--- config.mk ---
export PLATFORM = sky130hd
export DESIGN_NAME = wt_cache
export DESIGN_NICKNAME = d
export VERILOG_FILES = /design/src/rtl/wtc_pkg.sv /design/src/rtl/wtc_tag_store.sv /design/src/rtl/wtc_data_store.sv /design/src/rtl/wtc_seq.sv /design/src/rtl/wt_cache.sv
export SDC_FILE = /design/constraint.sdc
export NUM_CORES = 1
export LEC_CHECK = 0
export CAP_MARGIN = 15
export CELL_PAD_IN_SITES_DETAIL_PLACEMENT = 1
export CELL_PAD_IN_SITES_GLOBAL_PLACEMENT = 2
export CORE_MARGIN = 3
export CORE_UTILIZATION = 43
export DETAILED_ROUTE_END_ITERATION = 16
export PLACE_DENSITY_LB_ADDON = 0.1
export SYNTH_ARGS = -nofsm -noshare
export SYNTH_HDL_FRONTEND = slang
export SYNTH_SLANG_ARGS = --single-unit
export TNS_END_PERCENT = 1
--- constraint.sdc ---
create_clock -name clk -period 6.3 [get_ports clk]
set_input_delay 1.26 -clock clk [delete_from_list [all_inputs] [get_ports clk]]
set_output_delay 1.26 -clock clk [all_outputs]
set_load 0.03 [all_outputs]
--- src/rtl/wtc_pkg.sv ---
package wtc_pkg;
  typedef enum logic [1:0] {
    S_IDLE = 2'd0,
    S_FILL = 2'd1,
    S_RD1  = 2'd2,
    S_WR   = 2'd3
  } seq_state_t;
endpackage

--- src/rtl/wtc_tag_store.sv ---
module wtc_tag_store #(
  parameter int IDX_W = 3,
  parameter int TAG_W = 5,
  parameter int OFF_W = 2
) (
  input  logic             clk,
  input  logic             rst,
  input  logic [IDX_W-1:0] rd_idx,
  input  logic [TAG_W-1:0] rd_tag,
  input  logic [OFF_W-1:0] rd_off,
  output logic             hit,
  output logic             line_valid,
  output logic             line_locked,
  input  logic             fill_we,
  input  logic [IDX_W-1:0] fill_idx,
  input  logic [TAG_W-1:0] fill_tag,
  input  logic             lock_we,
  input  logic [IDX_W-1:0] lock_idx,
  input  logic             lock_val
);
  localparam int LINES = 1 << IDX_W;
  localparam int WORDS = 1 << OFF_W;

  logic [TAG_W-1:0] tag_q [LINES];
  logic [WORDS-1:0] vld_q [LINES];
  logic [LINES-1:0] lck_q;
  logic [LINES-1:0] line_match;

  always_ff @(posedge clk) begin
    if (rst) begin
      for (int i = 0; i < LINES; i++) begin
        tag_q[i] <= '0;
        vld_q[i] <= '0;
      end
      lck_q <= '0;
    end else begin
      if (fill_we) begin
        tag_q[fill_idx] <= fill_tag;
        vld_q[fill_idx] <= '1;
      end
      if (lock_we) lck_q[lock_idx] <= lock_val;
    end
  end

  for (genvar g = 0; g < LINES; g++) begin : g_cmp
    assign line_match[g] = vld_q[g][rd_off] && (tag_q[g] == rd_tag);
  end

  assign hit         = line_match[rd_idx];
  assign line_valid  = |vld_q[rd_idx];
  assign line_locked = lck_q[rd_idx];
endmodule

--- src/rtl/wtc_data_store.sv ---
module wtc_data_store #(
  parameter int AW     = 5,
  parameter int DATA_W = 32
) (
  input  logic              clk,
  input  logic              we,
  input  logic [AW-1:0]     waddr,
  input  logic [DATA_W-1:0] wdata,
  input  logic [AW-1:0]     raddr,
  output logic [DATA_W-1:0] rdata
);
  localparam int DEPTH = 1 << AW;

  logic [DATA_W-1:0] mem_q [DEPTH];

  always_ff @(posedge clk) begin
    if (we) mem_q[waddr] <= wdata;
  end

  assign rdata = mem_q[raddr];
endmodule

--- src/rtl/wtc_seq.sv ---
module wtc_seq
  import wtc_pkg::*;
#(
  parameter int ADDR_W = 10,
  parameter int DATA_W = 32,
  parameter int IDX_W  = 3,
  parameter int OFF_W  = 2
) (
  input  logic                   clk,
  input  logic                   rst,
  input  logic                   req_valid,
  output logic                   req_ready,
  input  logic                   req_write,
  input  logic                   req_uncached,
  input  logic [ADDR_W-1:0]      req_addr,
  input  logic [DATA_W-1:0]      req_wdata,
  output logic                   rsp_valid,
  output logic [DATA_W-1:0]      rsp_rdata,
  input  logic                   hit,
  input  logic                   line_valid,
  input  logic                   line_locked,
  input  logic [DATA_W-1:0]      cache_rdata,
  output logic                   dw_we,
  output logic [IDX_W+OFF_W-1:0] dw_addr,
  output logic [DATA_W-1:0]      dw_data,
  output logic                   fill_we,
  output logic [IDX_W-1:0]       fill_idx,
  output logic [ADDR_W-IDX_W-OFF_W-1:0] fill_tag,
  output logic                   op_unc,
  output logic                   mem_req,
  output logic                   mem_we,
  output logic [ADDR_W-1:0]      mem_addr,
  output logic [DATA_W-1:0]      mem_wdata,
  input  logic                   mem_ack,
  input  logic [DATA_W-1:0]      mem_rdata
);
  localparam int TAG_W = ADDR_W - IDX_W - OFF_W;
  localparam logic [OFF_W-1:0] LAST_BEAT = '1;

  seq_state_t        st_q;
  logic [TAG_W-1:0]  tag_q;
  logic [IDX_W-1:0]  idx_q;
  logic [OFF_W-1:0]  off_q;
  logic [OFF_W-1:0]  beat_q;
  logic              unc_q;
  logic [ADDR_W-1:0] addr_q;
  logic [DATA_W-1:0] wdata_q;
  logic              rsp_v_q;
  logic [DATA_W-1:0] rsp_d_q;

  logic [TAG_W-1:0]  r_tag;
  logic [IDX_W-1:0]  r_idx;
  logic [OFF_W-1:0]  r_off;
  logic              accept;

  assign r_tag  = req_addr[ADDR_W-1 -: TAG_W];
  assign r_idx  = req_addr[OFF_W +: IDX_W];
  assign r_off  = req_addr[OFF_W-1:0];
  assign accept = req_valid && (st_q == S_IDLE);

  // Single write port into the data array: store hit at acceptance or fill beat.
  always_comb begin
    dw_we   = 1'b0;
    dw_addr = {r_idx, r_off};
    dw_data = req_wdata;
    if (st_q == S_FILL) begin
      dw_we   = mem_ack;
      dw_addr = {idx_q, beat_q};
      dw_data = mem_rdata;
    end else if (accept && req_write && !req_uncached && hit) begin
      dw_we = 1'b1;
    end
  end

  assign fill_we  = (st_q == S_FILL) && mem_ack && (beat_q == LAST_BEAT);
  assign fill_idx = idx_q;
  assign fill_tag = tag_q;
  assign op_unc   = unc_q;

  assign req_ready = (st_q == S_IDLE);
  assign rsp_valid = rsp_v_q;
  assign rsp_rdata = rsp_d_q;
  assign mem_req   = (st_q != S_IDLE);
  assign mem_we    = (st_q == S_WR);
  assign mem_addr  = (st_q == S_FILL) ? {tag_q, idx_q, beat_q} : addr_q;
  assign mem_wdata = wdata_q;

  always_ff @(posedge clk) begin
    if (rst) begin
      st_q    <= S_IDLE;
      tag_q   <= '0;
      idx_q   <= '0;
      off_q   <= '0;
      beat_q  <= '0;
      unc_q   <= 1'b0;
      addr_q  <= '0;
      wdata_q <= '0;
      rsp_v_q <= 1'b0;
      rsp_d_q <= '0;
    end else begin
      rsp_v_q <= 1'b0;
      unique case (st_q)
        S_IDLE: begin
          if (req_valid) begin
            tag_q   <= r_tag;
            idx_q   <= r_idx;
            off_q   <= r_off;
            unc_q   <= req_uncached;
            addr_q  <= req_addr;
            wdata_q <= req_wdata;
            beat_q  <= '0;
            if (req_write) begin
              st_q <= S_WR;
            end else if (!req_uncached && hit) begin
              rsp_v_q <= 1'b1;
              rsp_d_q <= cache_rdata;
            end else if (!req_uncached && !(line_valid && line_locked)) begin
              st_q <= S_FILL;
            end else begin
              st_q <= S_RD1;
            end
          end
        end
        S_FILL: begin
          if (mem_ack) begin
            if (beat_q == off_q) rsp_d_q <= mem_rdata;
            if (beat_q == LAST_BEAT) begin
              rsp_v_q <= 1'b1;
              st_q    <= S_IDLE;
            end else begin
              beat_q <= beat_q + 1'b1;
            end
          end
        end
        S_RD1: begin
          if (mem_ack) begin
            rsp_d_q <= mem_rdata;
            rsp_v_q <= 1'b1;
            st_q    <= S_IDLE;
          end
        end
        S_WR: begin
          if (mem_ack) st_q <= S_IDLE;
        end
        default: st_q <= S_IDLE;
      endcase
    end
  end
endmodule

--- src/rtl/wt_cache.sv ---
module wt_cache #(
  parameter int ADDR_W = 10,
  parameter int DATA_W = 32,
  parameter int IDX_W  = 3,
  parameter int OFF_W  = 2
) (
  input  logic              clk,
  input  logic              rst,
  input  logic              req_valid,
  output logic              req_ready,
  input  logic              req_write,
  input  logic              req_uncached,
  input  logic [ADDR_W-1:0] req_addr,
  input  logic [DATA_W-1:0] req_wdata,
  output logic              rsp_valid,
  output logic [DATA_W-1:0] rsp_rdata,
  input  logic              lock_valid,
  input  logic              lock_set,
  input  logic [IDX_W-1:0]  lock_idx,
  output logic              mem_req,
  output logic              mem_we,
  output logic [ADDR_W-1:0] mem_addr,
  output logic [DATA_W-1:0] mem_wdata,
  input  logic              mem_ack,
  input  logic [DATA_W-1:0] mem_rdata
);
  localparam int TAG_W = ADDR_W - IDX_W - OFF_W;
  localparam int DA_W  = IDX_W + OFF_W;

  logic              lk_hit;
  logic              lk_line_valid;
  logic              lk_line_locked;
  logic [DATA_W-1:0] cache_rdata;
  logic              dat_we;
  logic [DA_W-1:0]   dat_waddr;
  logic [DATA_W-1:0] dat_wdata;
  logic              tag_fill_we;
  logic [IDX_W-1:0]  tag_fill_idx;
  logic [TAG_W-1:0]  tag_fill_tag;
  logic              op_unc;

  wtc_tag_store #(.IDX_W(IDX_W), .TAG_W(TAG_W), .OFF_W(OFF_W)) u_tags (
    .clk         (clk),
    .rst         (rst),
    .rd_idx      (req_addr[OFF_W +: IDX_W]),
    .rd_tag      (req_addr[ADDR_W-1 -: TAG_W]),
    .rd_off      (req_addr[OFF_W-1:0]),
    .hit         (lk_hit),
    .line_valid  (lk_line_valid),
    .line_locked (lk_line_locked),
    .fill_we     (tag_fill_we),
    .fill_idx    (tag_fill_idx),
    .fill_tag    (tag_fill_tag),
    .lock_we     (lock_valid),
    .lock_idx    (lock_idx),
    .lock_val    (lock_set)
  );

  wtc_data_store #(.AW(DA_W), .DATA_W(DATA_W)) u_data (
    .clk   (clk),
    .we    (dat_we),
    .waddr (dat_waddr),
    .wdata (dat_wdata),
    .raddr (req_addr[DA_W-1:0]),
    .rdata (cache_rdata)
  );

  wtc_seq #(.ADDR_W(ADDR_W), .DATA_W(DATA_W), .IDX_W(IDX_W), .OFF_W(OFF_W)) u_seq (
    .clk          (clk),
    .rst          (rst),
    .req_valid    (req_valid),
    .req_ready    (req_ready),
    .req_write    (req_write),
    .req_uncached (req_uncached),
    .req_addr     (req_addr),
    .req_wdata    (req_wdata),
    .rsp_valid    (rsp_valid),
    .rsp_rdata    (rsp_rdata),
    .hit          (lk_hit),
    .line_valid   (lk_line_valid),
    .line_locked  (lk_line_locked),
    .cache_rdata  (cache_rdata),
    .dw_we        (dat_we),
    .dw_addr      (dat_waddr),
    .dw_data      (dat_wdata),
    .fill_we      (tag_fill_we),
    .fill_idx     (tag_fill_idx),
    .fill_tag     (tag_fill_tag),
    .op_unc       (op_unc),
    .mem_req      (mem_req),
    .mem_we       (mem_we),
    .mem_addr     (mem_addr),
    .mem_wdata    (mem_wdata),
    .mem_ack      (mem_ack),
    .mem_rdata    (mem_rdata)
  );
endmodule

* After elaboration in Yosys (flattened, before gate mapping)
Memories as Yosys holds them, arrays and structs flattened.
Index checks and enable logic that the tools add are counted.
Widths: inputs -> output; s select.
** Word-level totals
- Logic and storage cells :: 140
- Register bits after elaboration :: 97
- Memory bits (writable) :: 1096
- Memories :: 3
** Memory list
- u_data.mem_q :: depth 32, bits a word 32, rd ports 1, clocked after memory_dff 0, wr ports 1, line wtc_data_store.sv:14 : logic [DATA_W-1:0] mem_q [DEPTH];
- u_tags.tag_q :: depth 8, bits a word 5, rd ports 8, clocked after memory_dff 0, wr ports 8, line wtc_tag_store.sv:24 : logic [TAG_W-1:0] tag_q [LINES];
- u_tags.vld_q :: depth 8, bits a word 4, rd ports 9, clocked after memory_dff 0, wr ports 8, line wtc_tag_store.sv:25 : logic [WORDS-1:0] vld_q [LINES];
** Cells by class
- Muxes and demuxes :: 67
- Reductions and logical operators :: 32
- Add/sub/neg operators :: 1
- $lt $le $gt $ge :: 4
- Equality and inequality tests :: 23
** Operators with widths (count)
- $mux 32 :: 7
- $pmux 32 s3 :: 1
- $eq 5x5->1 :: 8
- $mux 1 :: 28
- $mux 2 :: 10
- $logic_and 1x1->1 :: 18
- $bmux 1 s2 :: 8
- $ne 2x2->1 const B :: 7
- $mux 10 :: 1
- $mux 5 :: 2
- $bwmux 8 :: 1
- $lt 3x4->1 const B :: 2
- $reduce_or 4->1 :: 2
- $reduce_and 7->1 :: 1
- $bmux 1 s3 :: 2
- $eq 2x2->1 const B :: 3
- $mux 3 :: 2
- $pmux 2 s3 :: 1
- $reduce_and 5->1 :: 1
- $reduce_or 5->1 :: 1
- $mux 4 :: 1
- $ne 2x1->1 const B :: 2
- $pmux 2 s2 :: 1
- $reduce_and 4->1 :: 1
- other kinds (14) :: 16

* Logic depth before layout (Yosys ltp)
- Depth in word-level cells :: 10
- Depth in mapped cells :: 10

* By module
Synthesis repeated with hierarchy kept, for this count alone.
** Unflattened totals
- Cell total of the unflattened synthesis :: 2926
- Area total of the unflattened synthesis :: 46662.3 sq um
** Modules (own cells, without submodules)
- wtc_data_store :: area each 39852.0 sq um, cells an instance 2228, instances 1, seq. area each 30749.5 sq um
- wtc_seq :: area each 3976.3 sq um, cells an instance 457, instances 1, seq. area each 1601.5 sq um
- wtc_tag_store :: area each 2834.0 sq um, cells an instance 241, instances 1, seq. area each 1521.5 sq um

* Least setup slack after synthesis
No wires, ideal clock.
- Path type :: in2reg
- Start point :: input req_addr[5]
- End point :: memory u_data.mem_q[27][0] (enable)
- Path slack :: -0.189 ns
- Arrival :: 5.987 ns
- Data required time :: 5.798 ns
- Stages on the path :: 9
- Library setup time :: 0.502 ns
- Path through :: buf_4 -> xor2_1 -> nor4_1 -> nand4b_1 -> a32o_2 -> a21oi_1 -> a41oi_1 -> buf_2 -> nor4_1
** Between the ends
- Longest elaborated chain between the ends :: 9
** RTL lines
- start, declared :: line wt_cache.sv:13 : input logic [ADDR_W-1:0] req_addr,
- $eq 5x5->1 :: line wtc_tag_store.sv:46 : assign line_match[g] = vld_q[g][rd_off] && (tag_q[g] == rd_tag);
- $logic_and 1x1->1 :: line wtc_tag_store.sv:46
- $bmux 1 s3 (*) :: line wtc_tag_store.sv:49 : assign hit = line_match[rd_idx];
- $mux 1 (implied by the code) (*) :: line wtc_tag_store.sv:49
- $logic_and 1x1->1 (*) :: line wtc_seq.sv:70 : end else if (accept && req_write && !req_uncached && hit) begin
- $mux 1 (*) :: line wtc_seq.sv:70
- $mux 1 (*) :: line wtc_seq.sv:66 : if (st_q == S_FILL) begin
- $mux 1 (*) :: line wtc_data_store.sv:17 : if (we) mem_q[waddr] <= wdata;
- $mux 1 (implied by the code) (*) :: line wtc_data_store.sv:17
- end, declared :: line wtc_data_store.sv:14
Mark *: on every way between the ends. The rest lies on a longest branch, timed or not. The select of a mux whose other input is x is not followed.

* Final worst setup path
- Start point :: input req_addr[8]
- End point :: memory u_data.mem_q[20][23] (enable)
Same word-level chain as after synthesis.

==> flow_summary.json <==
{
  "yosysWarnings": 0,
  "startpoint_type": "primary input",
  "power_mw": 18.2,
  "cp_slowest_cell": "clkdlybuf4s50_1",
  "leakage_nw": 16.7,
  "drive_gt1_frac": 0.220,
  "reg2reg_setup_slack_ns": 2.68,
  "synth-seq-area-share": 0.743,
  "tns_ns": 0,
  "dr.pass1.iters": 5,
  "relSlewSlack": 0.201,
  "antenna_found_initial": 6,
  "syn_nets": 2491,
  "p_switching_mw": 4.86,
  "ys.flop_type": "edfxtp_1",
  "min_to": "u_seq.mem_wdata[15]",
  "status": "finished, final reports clean",
  "clock_power_share": 0.360,
  "die-area_sq_um": 110000,
  "htreeDepth": 3,
  "worstHoldStart": "u_seq.mem_wdata[15]",
  "worst-setup-path-type": "in2reg",
  "synth.distinct_cells": 51,
  "max_freq_mhz": 216,
  "grt_usage": 0.241,
  "timing.hold.ws_ns": 0.454,
  "switching_share": 0.267,
  "maxCapViolations": 0,
  "cp_common_cell": "buf_4",
  "synth_area_per_cell_sq_um": 19.0,
  "first_iter_violations": 2577,
  "ctsResizeCount": 0,
  "synth_most_common_cell": "edfxtp_1",
  "synthTopCellsByArea": "edfxtp_1 70%, mux4_2 13%, dfxtp_1 4.2%",
  "critPathMaxStageDelay_ns": 0.78,
  "clk_latency_ns": 0.71,
  "cpLargestDelayFamily": "buffers and inverters",
  "worst_ep_required_time_ns": 6.63,
  "clock_path_buffers": 3,
  "arrival_ns": 4.96,
  "seqPwrFrac": 0.495,
  "hold_class": "reg2reg",
  "start_util": 0.436,
  "synth_edf_count": 1064,
  "multiInputGateArea_sq_um": 11300,
  "register_area_sq_um": 33900,
  "viasPerCell": 5.87,
  "grt_max_degree": 86,
  "netlist_top_cells_count": "1064 x edfxtp_1, 257 x mux4_2, 205 x nand2_1, 95 x dfxtp_1, 80 x clkbuf_1",
  "cp-end-kind": "flip-flop",
  "synthCells": 2401,
  "rows": 118,
  "critical_path.cell_chain": "clkdlybuf4s50_1 > xnor2_1 > nand4_1 > nor4b_1 > o22ai_1 > a21oi_1 > a41oi_4 > buf_4 > nor4_2 > buf_4",
  "ys_ff_latch": 1159,
  "wire_per_inst_um": 32.6,
  "hpwl_um": 86100,
  "root_buffer": "clkbuf_16",
  "core_sq_um": 104000,
  "tightest_slew_ns": 1.20,
  "hold_buffers": 0,
  "cts.clk_slew.worst_paths_ns": 0.06,
  "path_max_fanout": 32,
  "async_flop_share": 0,
  "postCtsSetupBuffers": 0,
  "crit_buf_inv": 3,
  "grt_pass1_vias": 24900,
  "hold_depth": 2,
  "hold_viol": 0,
  "ios": 163,
  "ir_drop_mv": 0.244,
  "timing.rr.end": "u_data.mem_q[27][19]",
  "die_y_um": 331,
  "netlist_area_sq_um": 45600,
  "die_w_um": 331,
  "synth_area_leader_cell": "edfxtp_1",
  "nNetsFinal": 2704,
  "cts_tree": "built",
  "combPwrFrac": 0.146,
  "internal_power_mw": 13.4,
  "fin_worst_skew_ns": 0.0216,
  "powerDensity_nw_per_um2": 345,
  "period_minus_slack_ns": 4.64,
  "routed_wl_um": 134000,
  "place.gp.congestion": 0.843,
  "port-buffer-count": 162,
  "cts_buffers": 119,
  "rsz0062_at_grt": "no",
  "vias": 24000,
  "numClockSinks": 1159,
  "syn_to_final_growth_pct": 15.9,
  "globalRouteOverflowTotal": 0,
  "yosysTopAreaCellShare": 0.701,
  "rr_worst_depth": 9,
  "post-route-period-util": 0.736,
  "ant_nets": 0,
  "fill_cells": 9454,
  "setup_viol_count_final": 0,
  "drcViolationCount": 0,
  "slew_violations": 0,
  "grt_pass1_wl_um": 190000,
  "r2r_start": "u_seq.st_q[1]"
}
state kept, by name, summed over array words and instances (netlist names):
register,count
u_data.mem_q,1024
u_tags.vld_q,8
u_tags.tag_q,40
u_tags.lck_q,8
u_seq.beat_q,2
u_seq.addr_q,4
u_seq.mem_wdata,32
u_seq.rsp_valid,1
u_seq.fill_tag,4
u_seq.st_q,2
u_seq.rsp_rdata,32
u_seq.fill_idx,2
tightest hold or removal path: cells and delay by family (launching register included):
family	cells	cell delay (ns)
compound gates	1	0.05
flops	1	0.31
simple gates	1	0.05
power by group through the flow:
stage                     registers (mW)  clock network [mW]  logic, mW
after floorplan                     9.28                   0       1.26
after global placement              9.17                   0       2.65
after detailed placement            9.18                   0       2.70
after CTS                           9.02                6.71       2.70
after global routing                9.03                7.02       2.81
final                               9.02                6.55       2.65
per-stage QoR:
step           utilization  std cells  cell area [sq um]  setup slack [ns]
2_1_floorplan            -       2401              45600            -0.189
3_3_place_gp         0.471       3872              49200              1.13
3_5_place_dp         0.471       3873              49200              1.04
4_1_cts              0.506       4092              52800              1.74
5_1_grt              0.506       4092              52800              1.50
6_report             0.506       4094              52800              1.66
how the worst max path moves through the flow:
| stage | from | to | slack (ns) | cells after the start |
|---|---|---|---|---|
| floorplan | req_addr[5] | u_data.mem_q[27][0] | -0.19 | 9 |
| global placement | req_addr[9] | u_data.mem_q[20][11] | 1.13 | 10 |
| detailed placement | req_addr[9] | u_data.mem_q[29][11] | 1.04 | 10 |
| CTS | req_addr[9] | u_data.mem_q[20][14] | 1.74 | 10 |
| global route | req_addr[8] | u_data.mem_q[20][23] | 1.50 | 10 |
| finish | req_addr[8] | u_data.mem_q[20][23] | 1.66 | 10 |
cell families (layout without fill, tap and decap cells):
group / count (synthesis) / in the layout / synth area share
XOR/XNOR: 42 / 42 / 0.00807
flip-flops: 1159 / 1159 / 0.743
AO/OA/AOI/OAI: 192 / 192 / 0.0296
multiplexers: 368 / 368 / 0.153
buffers and inverters: 163 / 474 / 0.0161
other: 0 / 2 / 0
adder cells (fa/ha/maj): 5 / 5 / 0.00137
AND/OR/NAND/NOR: 472 / 472 / 0.0486
layout make-up:
cell class,count,area share
multi-input cells,1079,0.214
clock buffers,165,0.0608
clock inverters,54,0.00713
inverters,11,0.000782
flip-flops and latches,1159,0.641
well taps,1380,0.0327
repair buffers,244,0.0435
diodes,2,0.0000948
layer usage:
layer,GRT usage,part of all wire
met3,0.0396,0.054
met1,0.326,0.41
met5,0,0.000097
met4,0.0494,0.019
met2,0.415,0.51
cell usage in the layout, fill, tap and decap left out, types with 10 or more instances in the layout:
| cell | instances |
|---|---|
| a21oi_1 | 51 |
| a32o_1 | 25 |
| and2_1 | 42 |
| buf_4 | 79 |
| clkbuf_1 | 42 |
| clkbuf_16 | 121 |
| clkdlybuf4s50_1 | 156 |
| clkinv_1 | 28 |
| clkinv_2 | 17 |
| dfxtp_1 | 95 |
| edfxtp_1 | 1064 |
| inv_1 | 10 |
| mux2_2 | 43 |
| mux2i_1 | 61 |
| mux4_2 | 257 |
| nand2_1 | 204 |
| nand3_1 | 10 |
| nor2_1 | 72 |
| nor3_1 | 41 |
| nor4_2 | 32 |
| o21ai_0 | 15 |
| o221ai_1 | 31 |
| o22ai_1 | 40 |
| or3_1 | 25 |
| xnor2_1 | 22 |
| xor2_1 | 20 |
No activity file was read; power rests on OpenSTA's default activity.
